**src/rtl/pfmt_pkg.sv**
```systemverilog
package pfmt_pkg;

    typedef enum logic [1:0] {
        BUS_IDLE   = 2'd0,
        BUS_READ   = 2'd1,
        BUS_SERIAL = 2'd2
    } bus_mode_e;

    typedef struct packed {
        logic straight;
        logic swap;
    } fmt_ctrl_t;

    function automatic bus_mode_e decode_mode(input logic ser, input logic cs_n, input logic rd_n);
        if (ser)
            return BUS_SERIAL;
        else if (!cs_n && !rd_n)
            return BUS_READ;
        else
            return BUS_IDLE;
    endfunction

endpackage

```
**src/rtl/pfmt_hold.sv**
```systemverilog
module pfmt_hold #(
    parameter int DATA_W = 16
) (
    input  logic              clk,
    input  logic              rst,
    input  logic              load,
    input  logic [DATA_W-1:0] din,
    output logic [DATA_W-1:0] held
);

    always_ff @(posedge clk) begin
        if (rst)
            held <= '0;
        else if (load)
            held <= din;
    end

    a_r8_hold_stable: assert property (@(posedge clk) disable iff (rst)
        !load |=> $stable(held));

    a_r8_capture: assert property (@(posedge clk) disable iff (rst)
        load |=> held == $past(din));

endmodule

```
**src/rtl/pfmt_code.sv**
```systemverilog
module pfmt_code #(
    parameter int DATA_W = 16
) (
    input  logic [DATA_W-1:0]  held,
    input  pfmt_pkg::fmt_ctrl_t ctrl,
    output logic [DATA_W-1:0]  fmt
);

    localparam int HALF = DATA_W / 2;

    logic [DATA_W-1:0] coded;

    always_comb begin
        coded = held;
        coded[DATA_W-1] = held[DATA_W-1] ^ ~ctrl.straight;
    end

    for (genvar g = 0; g < HALF; g++) begin : g_lane
        assign fmt[g]        = ctrl.swap ? coded[g + HALF] : coded[g];
        assign fmt[g + HALF] = ctrl.swap ? coded[g]        : coded[g + HALF];
    end

endmodule

```
**src/rtl/pfmt_drive.sv**
```systemverilog
module pfmt_drive #(
    parameter int DATA_W = 16
) (
    input  logic              clk,
    input  logic              rst,
    input  logic              cs_n,
    input  logic              rd_n,
    input  logic              ser_sel,
    input  logic [DATA_W-1:0] fmt,
    output logic [DATA_W-1:0] bus_data,
    output logic              bus_oe
);
    import pfmt_pkg::*;

    bus_mode_e mode;

    always_comb mode = decode_mode(ser_sel, cs_n, rd_n);

    always_ff @(posedge clk) begin
        if (rst) begin
            bus_oe   <= 1'b0;
            bus_data <= '0;
        end else begin
            bus_oe   <= (mode == BUS_READ);
            bus_data <= (mode == BUS_READ) ? fmt : '0;
        end
    end

    a_r2_enable: assert property (@(posedge clk) disable iff (rst)
        (!cs_n && !rd_n && !ser_sel) |=> bus_oe);

    a_r3_release: assert property (@(posedge clk) disable iff (rst)
        (cs_n || rd_n) |=> !bus_oe);

    a_r4_serial: assert property (@(posedge clk) disable iff (rst)
        ser_sel |=> (!bus_oe && bus_data == '0));

    a_r10_zero_lanes: assert property (@(posedge clk) disable iff (rst)
        !bus_oe |-> bus_data == '0);

endmodule

```
**src/rtl/adc_par_formatter.sv**
```systemverilog
module adc_par_formatter #(
    parameter int DATA_W = 16
) (
    input  logic              clk,
    input  logic              rst,
    input  logic [DATA_W-1:0] res_in,
    input  logic              res_load,
    input  logic              cs_n,
    input  logic              rd_n,
    input  logic              ser_sel,
    input  logic              straight_bin,
    input  logic              lane_swap,
    output logic [DATA_W-1:0] bus_data,
    output logic              bus_oe
);
    import pfmt_pkg::*;

    logic [DATA_W-1:0] held;
    logic [DATA_W-1:0] fmt;
    fmt_ctrl_t         ctrl;

    assign ctrl.straight = straight_bin;
    assign ctrl.swap     = lane_swap;

    pfmt_hold #(.DATA_W(DATA_W)) u_hold (
        .clk  (clk),
        .rst  (rst),
        .load (res_load),
        .din  (res_in),
        .held (held)
    );

    pfmt_code #(.DATA_W(DATA_W)) u_code (
        .held (held),
        .ctrl (ctrl),
        .fmt  (fmt)
    );

    pfmt_drive #(.DATA_W(DATA_W)) u_drive (
        .clk      (clk),
        .rst      (rst),
        .cs_n     (cs_n),
        .rd_n     (rd_n),
        .ser_sel  (ser_sel),
        .fmt      (fmt),
        .bus_data (bus_data),
        .bus_oe   (bus_oe)
    );

    a_r1_reset_state: assert property (@(posedge clk)
        $past(rst) |-> (!bus_oe && bus_data == '0 && held == '0));

endmodule

```
**config.mk**
```make
export PLATFORM = sky130hd
export DESIGN_NAME = adc_par_formatter
export DESIGN_NICKNAME = d
export VERILOG_FILES = /design/src/rtl/pfmt_pkg.sv /design/src/rtl/pfmt_hold.sv /design/src/rtl/pfmt_code.sv /design/src/rtl/pfmt_drive.sv /design/src/rtl/adc_par_formatter.sv
export SDC_FILE = /design/constraint.sdc
export NUM_CORES = 1
export LEC_CHECK = 0
export ABC_CLOCK_PERIOD_IN_PS = 1700
export BUFFER_PORTS_ARGS = -buffer_cell sky130_fd_sc_hd__buf_2
export CAP_MARGIN = 10
export CORE_MARGIN = 2
export CORE_UTILIZATION = 48
export DETAILED_ROUTE_END_ITERATION = 8
export GPL_ROUTABILITY_DRIVEN = 0
export GPL_TIMING_DRIVEN = 0
export PLACE_DENSITY_LB_ADDON = 0.12
export SLEW_MARGIN = 20
export SYNTH_ARGS = -nofsm -noshare
export SYNTH_HDL_FRONTEND = slang
export SYNTH_SLANG_ARGS = --single-unit
```
**constraint.sdc**
```tcl
create_clock -name clk -period 1.7 [get_ports clk]
set_clock_uncertainty 0.15 [all_clocks]
set_input_delay 0.17 -clock clk [delete_from_list [all_inputs] [get_ports clk]]
set_output_delay 0.17 -clock clk [all_outputs]
set_load 0.05 [all_outputs]
```
**Word-level counts from Yosys, hierarchy flattened**

Index checks and enable logic that the tools add are counted.

- Input bits: 24
- Logic and storage cells: 29
- Register bits: 33

- Bitwise logic cells: 3
- Muxes and demuxes: 18
- Reductions and logical operators: 4
- Equality and inequality tests: 1

Operators by type and width:

| cell | number |
|---|---|
| two-way mux 1 bit | 17 |
| == test 2 x 1 -> 1 bit (second input constant) | 1 |
| zero test 1 bit | 2 |
| two-way mux 2 bit | 1 |
| NOT 1 bit | 2 |
| OR reduction 2 bit | 1 |
| logical AND 1 bit | 1 |
| XOR 1 bit | 1 |

**Logic depth before layout (Yosys ltp)**

Gate-level depths: netlist of the first run.

- Word-level depth: 7
- Mapped depth: 5

**Hierarchy**

From an unflattened synthesis of the first run, not the netlist that was laid out.

- Cells, all modules: 106
- Area total of the unflattened synthesis: 1,331.3 um^2

Modules (own cells, without submodules):

| module | times used | area an instance (um^2) | seq. area each (um^2) | cells an instance |
|---|---|---|---|---|
| pfmt_hold | 1 | 580.6 | 320.3 | 52 |
| pfmt_drive | 1 | 493.0 | 340.3 | 35 |
| pfmt_code | 1 | 257.7 | 0.0 | 19 |

**Least setup slack after synthesis of the first run**

No wires, ideal clock.

- Path type: input port to flip-flop
- Start point: in rst
- End point: reg u_drive.bus_data[0]
- Library setup time: 62 ps
- Path slack: 331 ps
- Cell stages on the path: 5
- Data arrival time: 1,156 ps
- Data required time: 1,488 ps
- Path buffers: 3
- Path through: buf_6 -> or4_4 -> buf_6 -> buf_12 -> nor2_2

- Word-level cells in the longest chain between the ends: 1

Ends and longest elaborated chain:

| what | line | text |
|---|---|---|
| start: declaration | adc_par_formatter.sv:5 | `input logic rst,` |
| OR reduction 2 bit (no source line) | n/a |  |
| end signal: assignment | pfmt_drive.sv:25 | `bus_data <= (mode == BUS_READ) ? fmt : '0;` |
| end: declaration | pfmt_drive.sv:10 | `output logic [DATA_W-1:0] bus_data,` |

No other way between the ends.
A chain may end at the register's enable or synchronous reset.

**Worst setup path after layout of the first run**

- Start point: in rst
- End point: reg u_drive.bus_data[4]

The elaborated chain is that of the path after synthesis.

==> results by group, run 1 <==
Logic synthesis
  – Adder-cell share of the synthesized area: 0
  – Post-synthesis cell type count: 11
  – Synth Area in XOR/XNOR: 0.007216
  – #FFs+latches synth: 33
  – Post-synthesis mux area share: 0.2639
  – Synth Area in Compound Gates: 0
  – Syn avg cell area: 11.24 µm²
  – Mapped cell area: 0.001214 mm²
  – Yosys Warn Count: 0
  – Post-Syn Nets: between 100 and 150
  – Combinational family with the most area after synthesis: multiplexers
  – Sequential share of the synthesized area: 0.5443
  – Cells after synthesis: 108
  – Post-Synth Simple-Gate Area: 0.1268

STA
  – Unrepaired setup endpoints after global routing: false
  – Setup-failing EPs final: 0
  – Slew HR: 0.6874
  – Final Cycle Share: 0.9658
  – Max Slew Vio Count: 0
  – Tightest Pin Transition: 468.9 ps
  – Setup TNS: 0 ps
  – Fin. Hold Viols: 0
  – Crit path time final: between 1500 and 2000 ps
  – Fmax: approximately 610 MHz

Power
  – Leak pwr: roughly 0.82 nW
  – Total power: around 0.0014 W
  – Max VDD drop: around 0.56 mV
  – Power Density: roughly 870 mW/mm²

GRT
  – GR Util All Layers: 0.1888
  – Vias in the first global route: 857
  – Initial antenna violation count: 0
  – Total global routing overflow: 0
  – Largest net degree at the start of global routing: 11
  – First-pass GRT wire length: approximately 3.7 mm

Die
  – I/O pins: 41
  – DIE HEIGHT: 54.29 µm
  – Initial Util: 0.4990
  – CORE AREA: between 0.002 and 0.0025 mm²
  – # rows: 18
  – Die area: 0.002947 mm²
  – Die width: ~54 µm

Clock tree
  – Clock Latency Late Sink: 340 ps
  – CTS tree: done
  – Max Buffers Root-to-Sink: 2
  – H-tree levels: 2
  – Post-CTS sizing: 0
  – Total CTS buffers: 5
  – CTS sink count: 33
  – Clk root buf: clkbuf_4
  – Worst-path clk slew: about 100 ps

Routing
  – Vias: 920
  – DR iter-0 viols: 10
  – Vias per cell: between 4 and 5
  – Routed Antenna Nets: 0
  – DRT Wirelength: 2.384 mm
  – Drt first pass iters: 4
  – Wire per inst: 12.04 µm
  – # DRC: 0

Layout
  – Most frequent cells in the layout: buf_2, dfxtp_1, mux2i_1, nor2_1, dlygate4sd3_1
  – Share of cells above drive strength 1: 0.3512
  – Syn-to-layout area delta: 35.98%
  – N_diodes: 0
  – Fill cells: a little over 200
  – Commonest non-fill, non-tap cell in the layout: buf_2
  – Layout Nets: ~190

Critical path
  – Slowest stage cell, crit path: or4_4
  – Delay-heaviest family, CP: buffers and inverters
  – Crit path launch type: input pin
  – Crit-path max cell delay: roughly 600 ps
  – CP max FO: 10
  – Worst path bufs/invs: 3
  – Crit Path Category: in2reg
  – CP endpoint kind: flip-flop
  – Critical path data arrival time: about 1800 ps
  – Critical path data required time: around 1800 ps
  – Crit-path cells: dlygate4sd3_1 > buf_6 > or4_4 > buf_12 > nor2_2

Job
  – Max Cap Viol: 0

Place
  – Post-DP HPWL: about 1.5 mm
  – Port Buffers: 37

Hold path
  – HP Class: in2reg

Run status
  – Run status: complete, no violations
## tightest hold or removal path: stages
cell,delay [ps]
buf_2,70
or4_4,170
nor2_1,60
## worst paths after layout
check,endpoint,startpoint,cells after the start,slack [ps]
worst min-delay path,u_drive.bus_data[11],cs_n,3,30
worst min register to register,u_hold.held[10],u_hold.held[10],2,380
worst max-delay path,u_drive.bus_data[4],rst,5,60
worst max register to register,u_hold.held[4],u_hold.held[4],3,390
## report_power, final
| part | switching [W] | total (W) | internal (W) |
|---|---|---|---|
| logic | 0.0000842 | 0.000180 | 0.0000962 |
| registers | 0.0000174 | 0.000817 | 0.000799 |
| clock network | 0.000249 | 0.000444 | 0.000195 |
| total | 0.000351 | 0.00144 | 0.00109 |
## kinds of logic after synthesis
kind of cell	count (synthesis)
simple gates	33
xor+xnor	1
mux	32
flops	33
buf+inv	9
## per-layer routing
metal  vias to the layer above  wire length [µm]  GRT usage
met5                         -                 0          0
met4                         0                57     0.1292
met3                         7               120    0.04918
met2                        29              1239     0.3293
met1                       411               967     0.1966
li1                        473                 -          -
## through the flow
step                      cell area (µm²)  cells  utilization  hold WS (ps)  setup slack (ps)
final                                1650    198       0.6785         30.47             58.07
after global routing                 1650    198       0.6785         35.88             22.62
after CTS                            1662    199       0.6831         59.41             41.99
after detailed placement             1436    175       0.5905         218.1             262.6
after global placement               1436    175       0.5905         217.9             287.1
after floorplan                      1214    108            -         167.2             331.3
## flip-flops by register name, indices dropped and copies added, names as in the netlist
register / flops
u_drive.bus_data: 16
u_drive.bus_oe: 1
u_hold.held: 16
## Yosys cell counts
cell type | count | area, µm²
inv_1 | 1 | 3.750
xnor2_1 | 1 | 8.760
buf_12 | 1 | 20.02
or4_4 | 1 | 11.26
buf_2 | 4 | 20.02
clkbuf_1 | 1 | 3.750
buf_6 | 2 | 22.52
nor2_2 | 9 | 56.30
mux2i_1 | 32 | 320.3
dfxtp_1 | 33 | 660.6
nor2_1 | 23 | 86.33
## cell type report
class                   instances  area, µm²  area share
inverters                       1      3.754    0.002274
clock buffers                   7      55.05     0.03336
multi-input cells              66      483.0      0.2926
flip-flops and latches         33      660.6      0.4003
plain buffers                   7      55.05     0.03336
repair buffers                 54      355.3      0.2153
well taps                      30      37.54     0.02274
## repair_timing
item | CTS | global route
setup buffers | 0 | 0
hold buffers | 17 | 0
endpoints found under the setup margin | 0 | 1
hold endpoints to repair | 16 | 0
Power figures use the tool's default switching activity.
==> run 2: changes to the inputs <==
Settings changed: RECOVER_POWER set to 100.
==> results by group, run 2 (synthesis gave the netlist of run 1 again) <==
Run status
  – Run status: complete, no violations

STA
  – Crit path time final: 1649 ps (+7.385 ps)
  – Setup-failing EPs final: 0 (unchanged)
  – Max Slew Vio Count: 0 (unchanged)
  – Tightest Pin Transition: 595.5 ps (+126.5 ps)
  – Fin. Hold Viols: 0 (unchanged)
  – Slew HR: 0.6047 (-0.08266)
  – Fmax: 606.3 MHz (-0.45%)
  – Setup TNS: 0 ps (unchanged)
  – Unrepaired setup endpoints after global routing: false
  – Final Cycle Share: 0.9702 (+0.004344)
  – Setup ws final: 50.69 ps (-7.385 ps)

Critical path
  – Crit path launch type: input pin
  – Crit-path cells: dlygate4sd3_1 > buf_6 > or4_4 > buf_6 > nor2_1
  – Critical path data arrival time: 1760 ps (about the same)
  – Crit-path max cell delay: 600 ps (about the same)
  – CP endpoint kind: flip-flop
  – Slowest stage cell, crit path: or4_4
  – CP max FO: 10 (unchanged)
  – Crit Path Category: in2reg
  – Crit path top cell by count: buf_6
  – Critical path data required time: 1820 ps (about the same)

Routing
  – Routed Antenna Nets: 0 (unchanged)
  – Drt first pass iters: 3 (-1)
  – # DRC: 0 (unchanged)
  – Wire per inst: 12.18 µm (+1.2%)
  – Vias per cell: 4.652 (+0.11%)
  – DR iter-0 viols: 4 (-6)
  – Vias: 921 (+0.11%)
  – DRT Wirelength: 2.412 mm (+1.2%)

Clock tree
  – Total CTS buffers: 5 (unchanged)
  – CTS tree: done
  – Clk root buf: clkbuf_4
  – H-tree levels: 2 (unchanged)
  – Clock Latency Late Sink: 340 ps (about the same)
  – CTS sink count: 33 (unchanged)
  – Post-CTS Setup Bufs: 0 (unchanged)
  – Max Buffers Root-to-Sink: 2 (unchanged)
  – Worst-path clk slew: 100 ps (about the same)

GRT
  – Vias in the first global route: 857 (unchanged)
  – First-pass GRT wire length: 3.712 mm (unchanged)
  – Initial antenna violation count: 0 (unchanged)
  – Largest net degree at the start of global routing: 11 (unchanged)
  – Total global routing overflow: 0 (unchanged)
  – GR Util All Layers: 0.1888 (unchanged)

Layout
  – N_diodes: 0 (unchanged)
  – Layout Nets: 192 (unchanged)
  – Biggest regs: u_drive.bus_data x16, u_hold.held x16, u_drive.bus_oe x1
  – Share of cells above drive strength 1: 0.2024 (-0.1488)
  – Most frequent cells in the layout: dfxtp_1, mux2i_1, nor2_1, buf_2, clkbuf_1
  – Syn-to-layout area delta: 31.86%
  – Commonest non-fill, non-tap cell in the layout: dfxtp_1

Die
  – Die width: 54.29 µm (unchanged)
  – Die area: 0.002947 mm² (unchanged)
  – I/O pins: 41 (unchanged)
  – CORE AREA: 0.002432 mm² (unchanged)
  – # rows: 18 (unchanged)
  – DIE HEIGHT: 54.29 µm (unchanged)
  – Initial Util: 0.4990 (unchanged)

Place
  – Pre-CTS setup slack: 262.6 ps (unchanged)
  – Port Buffers: 37 (unchanged)
  – Post-DP HPWL: 1.541 mm (unchanged)

Hold path
  – HP Class: in2reg

Power
  – Power Density: 897.9 mW/mm² (+2.8%)
  – Leak pwr: 0.7395 nW (-9.5%)
  – Max VDD drop: 0.5594 mV (-0.18%)

Job
  – Max Cap Viol: 0 (unchanged)
run 2: changes by cell type in the layout (fill, tap and decap cells not counted), sizes merged:
cell and delta:
buf -17, clkbuf +17
run 2: through the flow:
stage | area, µm² | hold slack, ps | instances | utilization | total power [W]
2_1_floorplan | 1214 | 167.2 | 108 | - | 0.0009406
3_3_place_gp | 1436 | 217.9 | 175 | 0.5905 | 0.0009821
3_5_place_dp | 1436 | 218.1 | 175 | 0.5905 | 0.0009870
4_1_cts | 1662 | 59.41 | 199 | 0.6831 | 0.001454
5_1_grt | 1600 | 23.80 | 198 | 0.6579 | 0.001492
6_report | 1600 | 16.73 | 198 | 0.6579 | 0.001437
run 2: final timing paths:
| check | from | end | slack, ps | cells after the start |
|---|---|---|---|---|
| worst max-delay path | rst | u_drive.bus_data[4] | 50 | 5 |
| worst min register to register | u_hold.held[10] | u_hold.held[10] | 380 | 2 |
| worst min-delay path | cs_n | u_drive.bus_data[11] | 20 | 3 |
| worst max register to register | u_hold.held[4] | u_hold.held[4] | 390 | 3 |
run 2: per-layer routing:
layer	global-route usage	vias to the layer above	wire length [µm]
met1	0.1966	412	988
met5	0	-	0
met4	0.1292	0	63
met2	0.3293	29	1235
li1	-	473	-
met3	0.04918	7	124
run 2: timing repair:
item	CTS	global route
endpoints found under the setup margin	0	1
hold endpoints to repair	16	0
hold buffers	17	0
gates resized for setup	0	0
run 2: cell type report:
cell class	count	area, µm²
inverters	1	3.754
fillers	216	832.0
well taps	30	37.54
flip-flops and latches	33	660.6
clock buffers	7	55.05
plain buffers	7	46.29
multi-input cells	66	462.9
repair buffers	54	334.1
run 2: where the power goes:
group | switching (W) | leakage, nW | internal (W)
Sequential | 0.0000173 | 0.269 | 0.000800
Combinational | 0.0000808 | 0.439 | 0.0000934
Clock | 0.000251 | 0.0314 | 0.000195
run 2: critical path: cells and delay by family:
kind | cells | cell delay (ps)
buffers and inverters | 3 | 870
AND/OR/NAND/NOR | 2 | 720
